## config.mk

```make
export PLATFORM = sky130hd
export DESIGN_NAME = irq_mailbox_bridge
export DESIGN_NICKNAME = d
export VERILOG_FILES = /design/src/rtl/irqmb_pkg.sv /design/src/rtl/irqmb_prio_enc.sv /design/src/rtl/irqmb_ctrl.sv /design/src/rtl/irqmb_datapath.sv /design/src/rtl/irq_mailbox_bridge.sv
export SDC_FILE = /design/constraint.sdc
export NUM_CORES = 2
export LEC_CHECK = 0
export ABC_AREA = 1
export BUFFER_PORTS_ARGS = -buffer_cell sky130_fd_sc_hd__buf_2
export CAP_MARGIN = 20
export CELL_PAD_IN_SITES_DETAIL_PLACEMENT = 2
export CELL_PAD_IN_SITES_GLOBAL_PLACEMENT = 2
export CORE_MARGIN = 2
export CORE_UTILIZATION = 40
export DETAILED_ROUTE_END_ITERATION = 6
export HOLD_SLACK_MARGIN = 0.08
export PLACE_DENSITY = 0.92
export SKIP_LAST_GASP = 1
export SLEW_MARGIN = 10
export SYNTH_ARGS = -nofsm -noshare
export SYNTH_HDL_FRONTEND = slang
export SYNTH_HIERARCHICAL = 1
export SYNTH_SLANG_ARGS = --single-unit
```

## constraint.sdc

```tcl
create_clock -name clk -period 4.25 [get_ports clk]
set_input_delay 0 -clock clk [delete_from_list [all_inputs] [get_ports clk]]
set_output_delay 0 -clock clk [all_outputs]
set_load 0.005 [all_outputs]
```

## src/rtl/irqmb_pkg.sv

```systemverilog
package irqmb_pkg;

  typedef enum logic {
    CTL_IDLE = 1'b0,
    CTL_BUSY = 1'b1
  } ctl_state_e;

  // strobes from control to datapath
  typedef struct packed {
    logic launch;   // latch payload of granted line, clear its pending flag
    logic retire;   // outstanding write acknowledged
  } ctl_strobe_t;

  localparam logic [1:0] FLD_ADDR = 2'd0;
  localparam logic [1:0] FLD_EXT  = 2'd1;
  localparam logic [1:0] FLD_STAT = 2'd2;
  localparam logic [1:0] FLD_MASK = 2'd3;

  localparam int REG_DW = 32;

endpackage

```

## src/rtl/irqmb_prio_enc.sv

```systemverilog
module irqmb_prio_enc #(
  parameter int N     = 32,
  parameter int IDX_W = 5
) (
  input  logic [N-1:0]     req,
  output logic [N-1:0]     grant,
  output logic [IDX_W-1:0] grantIdx,
  output logic             anyReq
);

  logic [N:0] lowerAny;
  assign lowerAny[0] = 1'b0;

  for (genvar g = 0; g < N; g++) begin : g_chain
    assign grant[g]        = req[g] & ~lowerAny[g];
    assign lowerAny[g + 1] = lowerAny[g] | req[g];
  end

  assign anyReq = lowerAny[N];

  always_comb begin
    grantIdx = '0;
    for (int i = 0; i < N; i++) begin
      if (grant[i]) grantIdx = grantIdx | IDX_W'(i);
    end
  end

endmodule

```

## src/rtl/irqmb_ctrl.sv

```systemverilog
module irqmb_ctrl
  import irqmb_pkg::*;
#(
  parameter int NUM_IN = 32,
  parameter int IDX_W  = 5
) (
  input  logic              clk,
  input  logic              rstN,
  input  logic [NUM_IN-1:0] pend,
  input  logic              wrAck,
  output ctl_strobe_t       strobe,
  output logic [NUM_IN-1:0] grant,
  output logic [IDX_W-1:0]  grantIdx,
  output logic              wrReq
);

  ctl_state_e state, stateNext;
  logic anyPend;

  irqmb_prio_enc #(.N(NUM_IN), .IDX_W(IDX_W)) u_prio (
    .req      (pend),
    .grant    (grant),
    .grantIdx (grantIdx),
    .anyReq   (anyPend)
  );

  always_comb begin
    strobe.launch = (state == CTL_IDLE) && anyPend;
    strobe.retire = (state == CTL_BUSY) && wrAck;
    stateNext = state;
    if (strobe.launch)      stateNext = CTL_BUSY;
    else if (strobe.retire) stateNext = CTL_IDLE;
  end

  always_ff @(posedge clk) begin
    if (!rstN) state <= CTL_IDLE;
    else       state <= stateNext;
  end

  assign wrReq = (state == CTL_BUSY);

  // the launched line is the single lowest pending one
  a_r7_lowest_first: assert property (@(posedge clk) disable iff (!rstN)
    strobe.launch |-> ($countones(grant) == 1) && ((pend & (grant - NUM_IN'(1))) == '0));

  // request persists until acknowledged
  a_r8_hold_request: assert property (@(posedge clk) disable iff (!rstN)
    wrReq && !wrAck |=> wrReq);

  // request drops at the acknowledging edge
  a_r8_drop_on_ack: assert property (@(posedge clk) disable iff (!rstN)
    wrReq && wrAck |=> !wrReq);

endmodule

```

## src/rtl/irqmb_datapath.sv

```systemverilog
module irqmb_datapath
  import irqmb_pkg::*;
#(
  parameter int NUM_IN = 32,
  parameter int ADDR_W = 32,
  parameter int EXT_W  = 8,
  parameter int IDX_W  = 5,
  parameter int REG_AW = 7
) (
  input  logic               clk,
  input  logic               rstN,
  input  logic [NUM_IN-1:0]  irqIn,
  input  logic [REG_AW-1:0]  regAddr,
  input  logic               regWrEn,
  input  logic [REG_DW-1:0]  regWrData,
  output logic [REG_DW-1:0]  regRdData,
  input  ctl_strobe_t        strobe,
  input  logic [NUM_IN-1:0]  grant,
  input  logic [IDX_W-1:0]   grantIdx,
  output logic [NUM_IN-1:0]  pend,
  output logic [ADDR_W-1:0]  wrAddr,
  output logic [EXT_W-1:0]   wrExt,
  output logic [REG_DW-1:0]  wrData
);

  logic [ADDR_W-1:0] tgtAddr [NUM_IN];
  logic [EXT_W-1:0]  tgtExt  [NUM_IN];
  logic [NUM_IN-1:0] enMask, irqPrev;
  logic [NUM_IN-1:0] winHit, maskWr, maskNext, setEv, clrEv, pendNext;

  logic [IDX_W-1:0] selIdx;
  logic [1:0]       selFld;
  logic             selValid;

  assign selIdx   = regAddr[REG_AW-1:2];
  assign selFld   = regAddr[1:0];
  assign selValid = int'(selIdx) < NUM_IN;

  // per-line write decode and pending update
  for (genvar g = 0; g < NUM_IN; g++) begin : g_line
    assign winHit[g]   = regWrEn && selValid && (selIdx == IDX_W'(g));
    assign maskWr[g]   = winHit[g] && (selFld == FLD_MASK);
    assign maskNext[g] = maskWr[g] ? regWrData[0] : enMask[g];
    assign setEv[g]    = irqIn[g] &
                         ((enMask[g] & ~irqPrev[g]) | (maskWr[g] & regWrData[0] & ~enMask[g]));
    assign clrEv[g]    = strobe.launch & grant[g];
    assign pendNext[g] = ((pend[g] & ~clrEv[g]) | setEv[g]) & maskNext[g];
  end

  always_ff @(posedge clk) begin
    if (!rstN) begin
      enMask  <= '0;
      pend    <= '0;
      irqPrev <= '0;
      for (int i = 0; i < NUM_IN; i++) begin
        tgtAddr[i] <= '0;
        tgtExt[i]  <= '0;
      end
    end else begin
      enMask  <= maskNext;
      pend    <= pendNext;
      irqPrev <= irqIn;
      for (int i = 0; i < NUM_IN; i++) begin
        if (winHit[i] && selFld == FLD_ADDR) tgtAddr[i] <= regWrData[ADDR_W-1:0];
        if (winHit[i] && selFld == FLD_EXT)  tgtExt[i]  <= regWrData[EXT_W-1:0];
      end
    end
  end

  // outgoing payload, captured at launch
  always_ff @(posedge clk) begin
    if (!rstN) begin
      wrAddr <= '0;
      wrExt  <= '0;
      wrData <= '0;
    end else if (strobe.launch) begin
      wrAddr <= tgtAddr[grantIdx];
      wrExt  <= tgtExt[grantIdx];
      wrData <= REG_DW'(grantIdx);
    end
  end

  // register read mux
  always_comb begin
    regRdData = '0;
    if (selValid) begin
      unique case (selFld)
        FLD_ADDR: regRdData = REG_DW'(tgtAddr[selIdx]);
        FLD_EXT:  regRdData = REG_DW'(tgtExt[selIdx]);
        FLD_STAT: regRdData = REG_DW'({pend[selIdx], irqIn[selIdx]});
        default:  regRdData = REG_DW'(enMask[selIdx]);
      endcase
    end
  end

  // no line is pending while disabled
  a_r5_pend_needs_enable: assert property (@(posedge clk) disable iff (!rstN)
    (pend & ~enMask) == '0);

  // a launch always consumes a pending line
  a_r4_launch_has_pend: assert property (@(posedge clk) disable iff (!rstN)
    strobe.launch |-> (grant & pend) != '0);

  // a launched line's flag is gone at the next edge unless re-armed by a fresh event
  a_r4_launch_clears: assert property (@(posedge clk) disable iff (!rstN)
    strobe.launch && ((setEv & grant) == '0) |=> (pend & $past(grant)) == '0);

endmodule

```

## src/rtl/irq_mailbox_bridge.sv

```systemverilog
module irq_mailbox_bridge
  import irqmb_pkg::*;
#(
  parameter int NUM_IN = 32,
  parameter int ADDR_W = 32,
  parameter int EXT_W  = 8,
  localparam int IDX_W  = (NUM_IN > 1) ? $clog2(NUM_IN) : 1,
  localparam int REG_AW = IDX_W + 2
) (
  input  logic               clk,
  input  logic               rstN,
  input  logic [NUM_IN-1:0]  irqIn,
  input  logic [REG_AW-1:0]  regAddr,
  input  logic               regWrEn,
  input  logic [31:0]        regWrData,
  output logic [31:0]        regRdData,
  output logic               wrReq,
  output logic [ADDR_W-1:0]  wrAddr,
  output logic [EXT_W-1:0]   wrExt,
  output logic [31:0]        wrData,
  input  logic               wrAck
);

  ctl_strobe_t       strobe;
  logic [NUM_IN-1:0] pend, grant;
  logic [IDX_W-1:0]  grantIdx;

  irqmb_ctrl #(.NUM_IN(NUM_IN), .IDX_W(IDX_W)) u_ctrl (
    .clk      (clk),
    .rstN     (rstN),
    .pend     (pend),
    .wrAck    (wrAck),
    .strobe   (strobe),
    .grant    (grant),
    .grantIdx (grantIdx),
    .wrReq    (wrReq)
  );

  irqmb_datapath #(
    .NUM_IN (NUM_IN),
    .ADDR_W (ADDR_W),
    .EXT_W  (EXT_W),
    .IDX_W  (IDX_W),
    .REG_AW (REG_AW)
  ) u_dp (
    .clk       (clk),
    .rstN      (rstN),
    .irqIn     (irqIn),
    .regAddr   (regAddr),
    .regWrEn   (regWrEn),
    .regWrData (regWrData),
    .regRdData (regRdData),
    .strobe    (strobe),
    .grant     (grant),
    .grantIdx  (grantIdx),
    .pend      (pend),
    .wrAddr    (wrAddr),
    .wrExt     (wrExt),
    .wrData    (wrData)
  );

  // payload is steady while waiting for acknowledge
  a_r8_payload_stable: assert property (@(posedge clk) disable iff (!rstN)
    wrReq && !wrAck |=> $stable(wrAddr) && $stable(wrExt) && $stable(wrData));

endmodule

```

==> results of run 1 <==
metrics by stage:
step | setup TNS, ns | hold WS [ns]
after floorplan | 0 | 0.0935
after global placement | -0.128 | 0.198
after detailed placement | -8.42 | 0.209
after CTS | -12.00 | 0.0930
per-layer routing:
metal | overflow | global-route usage [%]
met1 | 3 | 77.3
met2 | 30 | 90.1
met3 | 6 | 68.2
met4 | 35 | 77.5
met5 | 0 | 49.2
timing repair:
| action | in CTS |
|---|---|
| cloned | 66 |
| hold buffers | 97 |
| endpoints found under the setup margin | 53 |
| endpoints found under the hold margin | 541 |
| gates resized for setup | 341 |
| pin swaps | 110 |
| buffers inserted | 111 |
==> impl_results.md, run 1 <==
- Initial Util: 40.3%
- Num CTS Buffers: 165
- Clock Tree Buf Depth: 3
- Stop Error: [ERROR GRT-0232] Routing congestion too high. Check the congestion heatmap in the GUI.
- IO Port Bufs: 152
- Placed Cells: 10.6k
- Die X: 431 microns
- CTS sink count: 1422
- Mapped cell area: 73000 sq um
- DP HPWL: 254 mm
- Syn. warnings: 6
- Halt Stage: global routing (5_1_grt)
- Largest net degree at the start of global routing: 86
- Row count: 156
- Num ports: 180
- Status: stopped before the end
- Placed inst area: 78200 sq um
- H-Tree Depth: 4
- Gpl congestion: 0.906
- Gr ovfl total: 74
- CTS root buf: clkbuf_16
- Pre-CTS setup slack: -0.373 ns
- Synth Area per Inst: 8.72 sq um
- Total GRT Usage: 78.2%
- Chip height: 431 microns
- Mapped Cells: 8371
==> inputs of run 2 (changes only) <==
--- a/config.mk
+++ b/config.mk
@@ -8,13 +8,10 @@
 export ABC_AREA = 1
 export BUFFER_PORTS_ARGS = -buffer_cell sky130_fd_sc_hd__buf_2
 export CAP_MARGIN = 20
-export CELL_PAD_IN_SITES_DETAIL_PLACEMENT = 2
-export CELL_PAD_IN_SITES_GLOBAL_PLACEMENT = 2
 export CORE_MARGIN = 2
 export CORE_UTILIZATION = 40
 export DETAILED_ROUTE_END_ITERATION = 6
-export HOLD_SLACK_MARGIN = 0.08
-export PLACE_DENSITY = 0.92
+export PLACE_DENSITY_LB_ADDON = 0.15
 export SKIP_LAST_GASP = 1
 export SLEW_MARGIN = 10
 export SYNTH_ARGS = -nofsm -noshare
==> impl_results.md, run 2 <==
- Placed inst area: 78300 sq um (+0.16%)
- Chip height: 431 microns (unchanged)
- Max-Cap Viols: 0
- Reg-to-Reg Start: u_dp/pend[1]$_SDFF_PN0_
- Avg WL per Cell: 29.4 microns
- Largest net degree at the start of global routing: 84
- Final Max Slew Viols: 0
- Routed vias: 67.9k
- Num CTS Buffers: 160 (-3.0%)
- Core Region: 181000 sq um
- Max reg flops: 1024
- Worst min-delay path class: in2reg
- Num ports: 180 (unchanged)
- Worst reg-to-reg path cell count: 29
- H-Tree Depth: 4 (unchanged)
- RSZ-0062 raised after global routing: true
- Area grow syn2layout: 20.4%
- Top Family by Delay on Critical Path: simple AND/OR/NAND/NOR gates
- Final Hold Viols: 0
- WS Path Type: reg2reg
- IO Port Bufs: 152 (unchanged)
- Fin worst setup slack: -0.135 ns
- Row count: 156 (unchanged)
- Hold slack: 0.0406 ns
- P per Cell Area: 377 nW/um^2
- Critical Path Fanout Max: 26
- Setup crit start kind: flop
- Critical path's slowest cell: dfxtp_2
- Status: finished, violations left
- Required @ worst endpoint: 4.95 ns
- Largest stage delay, worst path: 0.33 ns
- Most common cell after layout, fill and taps aside: nand2_1
- DRT iter0 DRCs: 10.5k
- First-pass iteration count of the detailed router: 7
- Fin crit share: 103%
- Layout fillers: 16.9k
- Routed Wire Length: 330 mm
- Initial antenna violation count: 6
- Final setup fails: 17
- Global-route wire length before repair: 441 mm
- Hold path depth: 4
- CTS sink count: 1422 (unchanged)
- Mapped cell area: 73000 sq um (unchanged)
- CTS root buf: clkbuf_16
- Clock latency on the worst-skew pair: 0.82 ns
- Largest Register: u_dp/tgtAddr
- Register area: 41300 sq um
- Vias per cell: 6.06
- Area occupied by multi-input gates: 26000 sq um
- DP HPWL: 184 mm (-27%)
- Die X: 431 microns (unchanged)
- Worst Tran Pin Value: 1.06 ns
- WP buf/inv: 6
- Headroom to the max-slew limit: 29.3%
- Die area: 186000 sq um
- Final std cells w/o fill: 11.2k
- Static leakage: 34.1 nW
- Syn. warnings: 6 (unchanged)
- Residual DRC: 0
- Worst hold path endpoint: u_dp/tgtAddr[16][1]$_SDFFCE_PN0P_
- Mapped Cells: 8371 (unchanged)
- Placed Cells: 10.6k (+0.20%)
- Clock-pin slew on the worst setup and hold paths: 0.06 ns
- Minimum clock period: 4.39 ns
- Worst path arrival time: 5.08 ns
- ANT nets after route: 0
- Synth Area per Inst: 8.72 sq um (unchanged)
- CTS tree: done
- NumNets Final: 8778
- Failing checks: setup timing
- Max rail drop VDD: 0.370 mV
- Finished Cell Area: 87800 sq um
- Gr ovfl total: 0
- Layout cell share with drive strength beyond 1: 12.5%
- Crit. End Element: flop
- Initial Util: 40.3% (unchanged)
- Fmax: 228 MHz
- Reg2Reg Setup Slack: -0.14 ns
- Largest regs: u_dp/tgtAddr: 1024 flops, u_dp/tgtExt: 256 flops
- Total GRT Usage: 32.8%
- Total Power: 0.0331 W
- Commonest cells after routing, fill and taps aside: nand2_1 (1336), edfxtp_1 (1280), nor2_1 (1125), o21ai_0 (1059), inv_1 (921)
- FF-to-FF End: u_dp/wrExt[7]$_SDFFE_PN0P_
- Gpl congestion: 0.916 (+1.1%)
- Vias in the first global route: 61.8k
- Clk_skew: 0.0350 ns
- Min-delay src: regWrData[1]
- Clock Tree Buf Depth: 3 (unchanged)
run 2: how the worst max path moves through the flow:
stage | slack (ns) | depth (start not counted) | start | endpoint
final | -0.14 | 29 | u_dp/pend[1]$_SDFF_PN0_ | u_dp/wrExt[7]$_SDFFE_PN0P_
after global routing | -0.29 | 33 | u_dp/pend[1]$_SDFF_PN0_ | u_dp/wrAddr[2]$_SDFFE_PN0P_
after CTS | -0.08 | 30 | u_dp/pend[1]$_SDFF_PN0_ | u_dp/wrExt[3]$_SDFFE_PN0P_
after detailed placement | -0.18 | 30 | u_dp/pend[1]$_SDFF_PN0_ | u_dp/wrExt[3]$_SDFFE_PN0P_
after global placement | -0.11 | 30 | u_dp/pend[1]$_SDFF_PN0_ | u_dp/wrExt[3]$_SDFFE_PN0P_
after floorplan | 0.68 | 30 | u_dp/pend[1]$_SDFF_PN0_ | u_dp/wrAddr[31]$_SDFFE_PN0P_
run 2: power by group:
group          internal [W]  switching, W  total (W)
Clock               0.00773       0.00587     0.0136
Combinational      0.000772       0.00232    0.00310
Sequential           0.0161      0.000341     0.0164
Total                0.0246       0.00854     0.0331
run 2: cell type report:
class	instances	share of cell area (%)
inverters	946	4.09
flip-flops and latches	1422	47.0
well taps	2370	3.38
multi-input cells	5372	29.5
repair buffers	800	10.3
clock inverters	73	0.645
clock buffers	218	5.03
repair inverters	1	0.00997
diodes	3	0.00855
run 2: through the flow:
stage	util (%)	worst slack [ns]	TNS (ns)
floorplan	-	0.679	0
global placement	43.3	-0.109	-0.313
detailed placement	43.3	-0.181	-1.42
CTS	47.0	-0.0811	-0.539
global route	48.5	-0.285	-7.76
finish	48.5	-0.135	-0.773
run 2: routing by layer:
layer	vias to the layer above	GRT usage [%]	wire, microns
met5	-	0	12
met2	4811	51.2	146000
met4	2	19.9	22900
li1	29200	-	-
met1	33000	43.0	124000
met3	947	5.34	36700
run 2: worst min-delay path, cell delays in order:
cell and delay, ns:
buf_2 0.08, nand2_1 0.14, buf_4 0.33, nor2_1 0.16
run 2: timing repair:
action                                  CTS  global route
hold endpoints to repair                589             0
pin swaps                                 0            68
hold buffers                            129             0
endpoints found under the setup margin   29            40
cloned                                    8            55
gates resized for setup                  17           254
setup buffers                             4            78
(Power assumes the default switching activity.)
